`config.mk`:
```
export PLATFORM = sky130hd
export DESIGN_NAME = sram_card_decoder
export DESIGN_NICKNAME = d
export VERILOG_FILES = /design/src/rtl/sram_dec_pkg.sv /design/src/rtl/sram_dec_ctrl.sv /design/src/rtl/sram_dec_path.sv /design/src/rtl/sram_card_decoder.sv
export SDC_FILE = /design/constraint.sdc
export NUM_CORES = 1
export LEC_CHECK = 0
export BUFFER_PORTS_ARGS = -buffer_cell sky130_fd_sc_hd__buf_2
export CAP_MARGIN = 20
export CORE_AREA = 5 5 42 44
export DETAILED_ROUTE_END_ITERATION = 6
export DIE_AREA = 0 0 47 49
export GPL_TIMING_DRIVEN = 0
export PLACE_DENSITY = 0.75
export RECOVER_POWER = 100
export SLEW_MARGIN = 20
export SYNTH_ARGS = -nofsm -noshare
export SYNTH_HDL_FRONTEND = slang
export SYNTH_SLANG_ARGS = --single-unit
```
`constraint.sdc`:
```
create_clock -name vclk -period 3
set_clock_uncertainty 0.2 [all_clocks]
set_input_delay 0.9 -clock vclk [all_inputs]
set_output_delay 0.9 -clock vclk [all_outputs]
set_load 0.02 [all_outputs]
```
`src/rtl/sram_dec_pkg.sv`:
```
package sram_dec_pkg;

  // Qualified strobes handed from the control decode to the datapath.
  // All fields are active high; the datapath converts to bus polarity.
  typedef struct packed {
    logic cardSel;   // address strobe low and window matched
    logic csEnable;  // card selected and system powered
    logic readEn;    // shared output enable request
    logic writeHi;   // upper lane write request
    logic writeLo;   // lower lane write request
    logic dirRead;   // transceiver direction, read toward the bus
  } ctrlStrobes_t;

  localparam int unsigned DefaultAddrHi   = 23;
  localparam int unsigned DefaultBankBits = 4;
  localparam int unsigned DefaultWordBits = 15;

endpackage

```
`src/rtl/sram_dec_ctrl.sv`:
```
module sram_dec_ctrl
  import sram_dec_pkg::*;
#(
  parameter int unsigned TAG_BITS = 4,
  parameter logic [TAG_BITS-1:0] WIN_TAG = 4'b0001
) (
  input  logic [TAG_BITS-1:0] addrTag,
  input  logic                asN,
  input  logic                udsN,
  input  logic                ldsN,
  input  logic                rdWr,
  input  logic                sysPwrN,
  output ctrlStrobes_t        strobes
);

  logic winHit;
  logic anyLane;
  logic powered;

  always_comb begin
    winHit  = (addrTag == WIN_TAG);
    anyLane = ~udsN | ~ldsN;
    powered = ~sysPwrN;

    strobes          = '0;
    strobes.cardSel  = winHit & ~asN;
    strobes.csEnable = strobes.cardSel & powered;
    strobes.readEn   = strobes.cardSel & rdWr & anyLane;
    strobes.writeHi  = strobes.cardSel & ~rdWr & ~udsN;
    strobes.writeLo  = strobes.cardSel & ~rdWr & ~ldsN;
    strobes.dirRead  = rdWr;
  end

endmodule

```
`src/rtl/sram_dec_path.sv`:
```
module sram_dec_path
  import sram_dec_pkg::*;
#(
  parameter int unsigned BANK_BITS = 4,
  parameter int unsigned WORD_BITS = 15,
  localparam int unsigned NUM_BANKS = 1 << BANK_BITS
) (
  input  ctrlStrobes_t          strobes,
  input  logic [BANK_BITS-1:0]  bankField,
  input  logic [WORD_BITS-1:0]  wordField,
  output logic [NUM_BANKS-1:0]  bankCsN,
  output logic [WORD_BITS-1:0]  ramAddr,
  output logic                  ramOeN,
  output logic                  ramWeHiN,
  output logic                  ramWeLoN,
  output logic                  xcvrDir,
  output logic                  xcvrEnN
);

  // One comparator per bank: low only for the matching bank number.
  for (genvar b = 0; b < NUM_BANKS; b++) begin : g_bank
    localparam logic [BANK_BITS-1:0] BankId = BANK_BITS'(b);
    always_comb begin
      bankCsN[b] = ~(strobes.csEnable & (bankField == BankId));
    end
  end

  // The address lines to the devices are inverted one bit at a time.
  for (genvar k = 0; k < WORD_BITS; k++) begin : g_addr
    always_comb begin
      ramAddr[k] = ~wordField[k];
    end
  end

  always_comb begin
    ramOeN   = ~strobes.readEn;
    ramWeHiN = ~strobes.writeHi;
    ramWeLoN = ~strobes.writeLo;
    xcvrDir  = strobes.dirRead;
    xcvrEnN  = ~(strobes.readEn | strobes.writeHi | strobes.writeLo);
  end

endmodule

```
`src/rtl/sram_card_decoder.sv`:
```
module sram_card_decoder
  import sram_dec_pkg::*;
#(
  parameter int unsigned ADDR_HI   = DefaultAddrHi,
  parameter int unsigned BANK_BITS = DefaultBankBits,
  parameter int unsigned WORD_BITS = DefaultWordBits,
  localparam int unsigned NUM_BANKS = 1 << BANK_BITS,
  localparam int unsigned BANK_LO   = WORD_BITS + 1,
  localparam int unsigned TAG_LO    = BANK_LO + BANK_BITS,
  localparam int unsigned TAG_BITS  = ADDR_HI - TAG_LO + 1
) (
  input  logic [ADDR_HI:1]       busAddr,
  input  logic                   asN,
  input  logic                   udsN,
  input  logic                   ldsN,
  input  logic                   rdWr,
  input  logic                   sysPwrN,
  output logic [NUM_BANKS-1:0]   bankCsN,
  output logic [WORD_BITS-1:0]   ramAddr,
  output logic                   ramOeN,
  output logic                   ramWeHiN,
  output logic                   ramWeLoN,
  output logic                   xcvrDir,
  output logic                   xcvrEnN
);

  localparam logic [TAG_BITS-1:0] WinTag = TAG_BITS'(1);

  ctrlStrobes_t strobes;

  sram_dec_ctrl #(
    .TAG_BITS (TAG_BITS),
    .WIN_TAG  (WinTag)
  ) u_ctrl (
    .addrTag (busAddr[ADDR_HI:TAG_LO]),
    .asN     (asN),
    .udsN    (udsN),
    .ldsN    (ldsN),
    .rdWr    (rdWr),
    .sysPwrN (sysPwrN),
    .strobes (strobes)
  );

  sram_dec_path #(
    .BANK_BITS (BANK_BITS),
    .WORD_BITS (WORD_BITS)
  ) u_path (
    .strobes   (strobes),
    .bankField (busAddr[TAG_LO-1:BANK_LO]),
    .wordField (busAddr[WORD_BITS:1]),
    .bankCsN   (bankCsN),
    .ramAddr   (ramAddr),
    .ramOeN    (ramOeN),
    .ramWeHiN  (ramWeHiN),
    .ramWeLoN  (ramWeLoN),
    .xcvrDir   (xcvrDir),
    .xcvrEnN   (xcvrEnN)
  );

endmodule

```
==> results of run 1 <==
## per-stage QoR
stage	setup TNS (ns)	power (mW)	area [um2]	setup slack, ns
floorplan	0	0.0310	280	0.282
global placement	0	0.0660	621	0.0327
detailed placement	0	0.0675	621	0.0398
CTS	0	0.0677	621	0.0309
global route	-0.212	0.0710	601	-0.0422
finish	0	0.0642	601	0.0537
## report_power, final
group	internal (mW)	leakage (nW)	switching [mW]
Clock	0	0	0
Combinational	0.0250	0.302	0.0391
Sequential	0	0	0
## critical path: stages
cell and delay (ns):
buf_2 0.10, nor4b_2 0.29, clkbuf_2 0.26, nand4_1 0.12, buf_2 0.18
## logic make-up (layout without fill, tap and decap cells)
group / Yosys count / after routing / share of synthesized area
AOI/OAI and AO/OA: 1 / 1 / 0.0178
buffers and inverters: 18 / 82 / 0.263
and+or+nand+nor: 30 / 30 / 0.719
## cell type report
type | count | share of cell area
multi-input combinational | 31 | 0.344
inverter | 15 | 0.0938
buffer | 3 | 0.0292
tap | 16 | 0.0333
timing repair buffer | 64 | 0.500
## routing by layer
layer | GRT usage | vias to the layer above
met5 | 0 | -
met4 | 0 | 0
met3 | 0.0111 | 0
met2 | 0.183 | 36
met1 | 0.137 | 220
li1 | - | 292
## final timing paths
kind,startpoint,endpoint,slack (ns)
max,busAddr[23],bankCsN[13],0.05
min,busAddr[3],ramAddr[2],1.85
## Yosys cell counts
cell,number
a21oi_1,1
nor3_1,2
nand3_1,13
nand4_1,4
nor2b_1,2
buf_4,1
inv_1,15
buf_2,2
nor2_1,1
nand2_1,3
and4bb_4,1
nor4_2,1
nor4b_2,3
==> metrics, run 1 <==
status completed; Synth cell types 13; layout cells sized above 1 0.496; Die ar. 2300 um2; wire length on met3 roughly 180 um; Crit Path Class input port to primary output; PD cells 107 nW/um2; Yosys top cell area share 0.232; clock buffer count 0; IO Pins between 60 and 70; vias in the first global route around 480; initial antenna violation count 0; RSZ-0062 raised after global routing yes; hold buffer count at CTS 0; WL per Instance 10.3 um; hold path depth 3; DR pass1 iterations 4; actual slew at the worst max-slew pin around 0.47 ns; Iter 0 DRT Violations 3; gr ovfl total 0; # rows 14; layout net count approximately 140; max_slew headroom 0.687; VDD IR max 0.0412 mV; final hold violation count 0; fin crit period between 2 and 3 ns; vias per inst 4.25; most frequent cells in the layout buf_2, clkbuf_1, inv_1; Critical Path AT 1.85 ns; Peak Freq between 0.3 and 0.4 GHz; core area 1400 um2; Syn Inst Count 49; met1 WL 492 um; storage element area 0 um2; cell taking the most area after synthesis nand3_1; pin count of the biggest net entering global routing 11; Max-cap violations 0; Max FO, Critical Path 10; Final Non-Filler Cells approximately 130; Leakage Power 0.302 nW; Starting Density 0.200; Die Span Y between 40 and 50 um; DP Cell Count between 100 and 150; leading cell type in the layout, fill and taps excluded buf_2; Crit path required time approximately 1.9 ns; Syn Area/Cell 5.72 um2; net count after synthesis 77; ANT nets after route 0; ant diodes 0; Ys Warns 0; global-route wire length before repair 1950 um; Synth area leaders nand3_1, inv_1, nor4b_2, nand4_1, and4bb_4; wire length on met2 652 um; top sig layer met3; fin util 0.429; period utilization 0.982; area of the multi-input gates 206 um2; Hold/Removal Path Class input port to primary output; crit start category input port; Buffers on Ports 64; final setup fails 0; Routed WL 1330 um; post-CTS sizing 0; Vias roughly 550; Residual DRC 0; gpl congestion 0.722; post-CTS setup buffer count 0; Mapped Area about 280 um2; post-DP HPWL 1180 um; Worst setup EP type primary output; Fill cells 167; total track usage 0.103; max-slew violations 0; post-synthesis sequential area ratio 0; die width approximately 47 um; num sequential 0; hold_ws 1.85 ns; Area Growth Syn to Fin 114%
Note: power is estimated with default switching activity, not from simulation.
==> run 2: changes to the inputs <==
CORE_AREA = 3 3 40 42   (was 5 5 42 44)
DIE_AREA = 0 0 43 45   (was 0 0 47 49)
==> run 2 against run 1 <==
Combinational power is 4.0% higher. Critical path depth is 1 lower. Critical path type unchanged. First-iteration DRC count is 33% higher. Highest routed layer unchanged. Critical endpoint is now bankCsN[12]. Final cell count is 0.78% lower. Largest cell class unchanged.
==> metrics, run 2 (synthesized netlist as in run 1, its figures left out) <==
Placement Cell Area 619 um2; Hold/Removal Path Class input port to primary output; storage element area 0 um2; # rows 13; status completed; area of the multi-input gates 224 um2; fin crit period 2.93 ns; gr ovfl total 0; DP Cell Count 128; Area Growth Syn to Fin 120%; cell chain of the critical path buf_2, nor4_2, nand4_1, buf_2; IO Pins 64; WL per Instance 10.3 um; total power around 0.067 mW; Slowest-stage cell, CP nor4_2; Sw Share 0.609; Fill cells around 150; Residual DRC 0; max_slew headroom 0.713; clock network fraction of total power 0; Buffers on Ports 64; Iter 0 DRT Violations 4; PD cells 108 nW/um2; final hold violation count 0; cell area after layout 617 um2; total track usage 0.123; crit start category input port; CP max stage delay 0.46 ns; layout net count about 140; hold buffer count at CTS 0; num sequential 0; Leakage Power 0.319 nW; Final Non-Filler Cells 128; P_int approximately 0.026 mW; pin count of the biggest net entering global routing 11; leading cell type in the layout, fill and taps excluded buf_2; max-slew violations 0; initial antenna violation count 0; wire length on met3 222 um; post-CTS sizing 0; Crit Path Class input port to primary output; RSZ-0062 raised after global routing no; gpl congestion roughly 0.66; die width around 43 um; top sig layer met3; post-DP HPWL 1180 um; DR pass1 iterations 4; ant diodes 0; Peak Freq roughly 0.34 GHz; CP most frequent cell buf_2; wire length on met2 649 um; period utilization 0.978; VDD IR max around 0.055 mV; Comb pwr share 1.000; vias in the first global route about 480; Die Span Y 45 um; vias per inst 4.48; clock buffer count 0; Crit path required time 1.90 ns; setup TNS 0 ns; global-route wire length before repair 1920 um; Starting Density 0.218; Max FO, Critical Path 7; most frequent cells in the layout buf_2, clkbuf_1, inv_1; layout cells sized above 1 0.496; Die ar. 1940 um2; ANT nets after route 0; hold_ws 1.85 ns; core area ~1300 um2; Seq pwr share 0; actual slew at the worst max-slew pin 0.426 ns; Sw Pwr 0.0407 mW; Worst setup EP type primary output; Routed WL 1320 um; Critical Path AT roughly 1.8 ns; Vias 573; post-CTS setup buffer count 0; met1 WL 447 um; Max-cap violations 0; final setup fails 0
==> run 2: worst max-delay path, delay by kind of cell <==
kind | cells | cell delay, ns
simple gates | 2 | 0.60
buf+inv | 2 | 0.34
==> run 2: path summary, 6_finish.rpt <==
path / start / end / slack, ns / cells after the start
min: busAddr[13] / ramAddr[12] / 1.85 / 3
max: asN / bankCsN[12] / 0.07 / 4
==> run 2: final cells by class <==
type,instances,area share
inverter,15,0.0913
tap,15,0.0304
multi-input combinational,31,0.363
buffer,3,0.0284
timing repair buffer,64,0.487
==> run 2: routing by layer <==
layer  up-vias  GRT usage
met2        42      0.254
met4         0          0
met3         0     0.0359
li1        291          -
met5         -          0
met1       240      0.129
==> run 2: stage by stage <==
step | util | worst slack, ns
global placement | 0.482 | 0.0504
global route | 0.480 | 0.00107
CTS | 0.482 | 0.0230
finish | 0.480 | 0.0652
detailed placement | 0.482 | 0.0356
floorplan | - | 0.282
==> run 2: power by group through the flow <==
| stage | Combinational, mW | Clock (mW) | Sequential [mW] |
|---|---|---|---|
| final | 0.0668 | 0 | 0 |
| after global routing | 0.0734 | 0 | 0 |
| after CTS | 0.0678 | 0 | 0 |
| after detailed placement | 0.0676 | 0 | 0 |
| after global placement | 0.0656 | 0 | 0 |
| after floorplan | 0.0310 | 0 | 0 |
==> run 3: changes to the inputs <==
--- a/config.mk
+++ b/config.mk
@@ -15,2 +15,3 @@
 export RECOVER_POWER = 100
+export REMOVE_ABC_BUFFERS = 1
 export SLEW_MARGIN = 20
==> constraint.sdc (replaced) <==
create_clock -name vclk -period 3
set_clock_uncertainty 0.2 [all_clocks]
set_input_delay 0.15 -clock vclk [all_inputs]
set_output_delay 0.15 -clock vclk [all_outputs]
set_load 0.02 [all_outputs]
==> run 3 against run 2 <==
Fmax up 35%. Via count is 3.0% lower. Count of clock-buffer cells in the layout stayed put. Routed wire length is 6.4% lower. Hold slack lost 1.5 ns. First-iteration DRC count is 100% higher. Sequential cell count did not move. Die area is the same. Sequential share of layout area stayed put. Combinational power shrank 6.4%. Setup slack better by 0.77 ns. Critical path type unchanged.
==> metrics, run 3 (synthesized netlist as in run 1, its figures left out) <==
initial antenna violation count 0; post-CTS sizing 0; DR pass1 iterations 4; Peak Freq about 0.46 GHz; hold buffer count at CTS 0; max_slew headroom 0.0834; DP Cell Count 125; Crit path required time 2.65 ns; post-CTS setup buffer count 0; RSZ-0062 raised after global routing no; actual slew at the worst max-slew pin roughly 1.4 ns; Starting Density 0.218; cell chain of the critical path buf_2, nor4b_2, nand3_1, clkbuf_1; vias per inst between 4 and 5; setup TNS 0 ns; Hold/Removal Path Class input port to primary output; crit start category input port; Crit path buffers/inverters 2; VDD IR max 0.0498 mV; ANT nets after route 0; pin count of the biggest net entering global routing 21; Residual DRC 0; core area 1280 um2; status completed; Die Span Y 45 um; Vias 556; period utilization 0.722; Critical Path AT 1.82 ns; area of the multi-input gates just over 200 um2; leading cell type in the layout, fill and taps excluded clkbuf_1; Iter 0 DRT Violations 8; layout net count between 100 and 150; vias in the first global route 427; cell area after layout 558 um2; gr ovfl total 0; total track usage 0.109; Area Growth Syn to Fin 99.1%; CP max stage delay 1.14 ns; Final Non-Filler Cells 125; most frequent cells in the layout clkbuf_1, buf_2, inv_1; gpl congestion 0.773; layout cells sized above 1 0.309; # rows 13; global-route wire length before repair 1710 um; ant diodes 0; Die ar. a little under 2000 um2; PD cells 112 nW/um2; CP top delay family simple AND/OR/NAND/NOR gates; Buffers on Ports 64; max-slew violations 0; Crit Path Class input port to primary output; final hold violation count 0; storage element area 0 um2; Slowest-stage cell, CP nor4b_2; final setup fails 0; Leakage Power 0.257 nW; fin util 0.434; total power between 0.06 and 0.07 mW; Max FO, Critical Path 20; Placement Cell Area 611 um2; die width about 43 um; Worst setup EP type primary output; post-DP HPWL about 1100 um; clock buffer count 0; Routed WL around 1200 um; IO Pins 64; Fill cells 156; fin crit period 2.17 ns; num sequential 0; Max-cap violations 0; WL per Instance 9.86 um
[run 3: changes by cell type in the layout (fill, tap and decap cells not counted), sizes merged]
cell / before / now
clkbuf: 28 / 35
buf: 39 / 29
[run 3: worst paths after layout]
path / from / to / slack [ns] / depth (start not counted)
setup / recovery: busAddr[23] / bankCsN[4] / 0.83 / 4
hold / removal: busAddr[15] / ramAddr[14] / 0.35 / 3
[run 3: layout make-up]
class,instances,area share
Timing Repair Buffer,64,0.496
Multi-Input combinational cell,31,0.370
Inverter,15,0.101
Tap cell,15,0.0336
[run 3: report_power, final]
group | total (mW) | internal (mW) | switching [mW]
clock network | 0 | 0 | 0
registers | 0 | 0 | 0
logic | 0.0625 | 0.0237 | 0.0388
[run 3: stage by stage]
| step | hold slack (ns) | setup slack, ns |
|---|---|---|
| 4_1_cts | 0.342 | 1.25 |
| 2_1_floorplan | 0.100 | 1.14 |
| 3_5_place_dp | 0.342 | 1.25 |
| 6_report | 0.353 | 0.833 |
| 5_1_grt | 0.360 | 0.566 |
| 3_3_place_gp | 0.340 | 0.891 |
[run 3: metal layers]
layer | vias to the layer above | global-route usage | wire length (um)
met4 | 0 | 0 | 0
met2 | 49 | 0.213 | 548
met1 | 220 | 0.133 | 446
met5 | - | 0 | 0
li1 | 287 | - | -
met3 | 0 | 0.0159 | 238
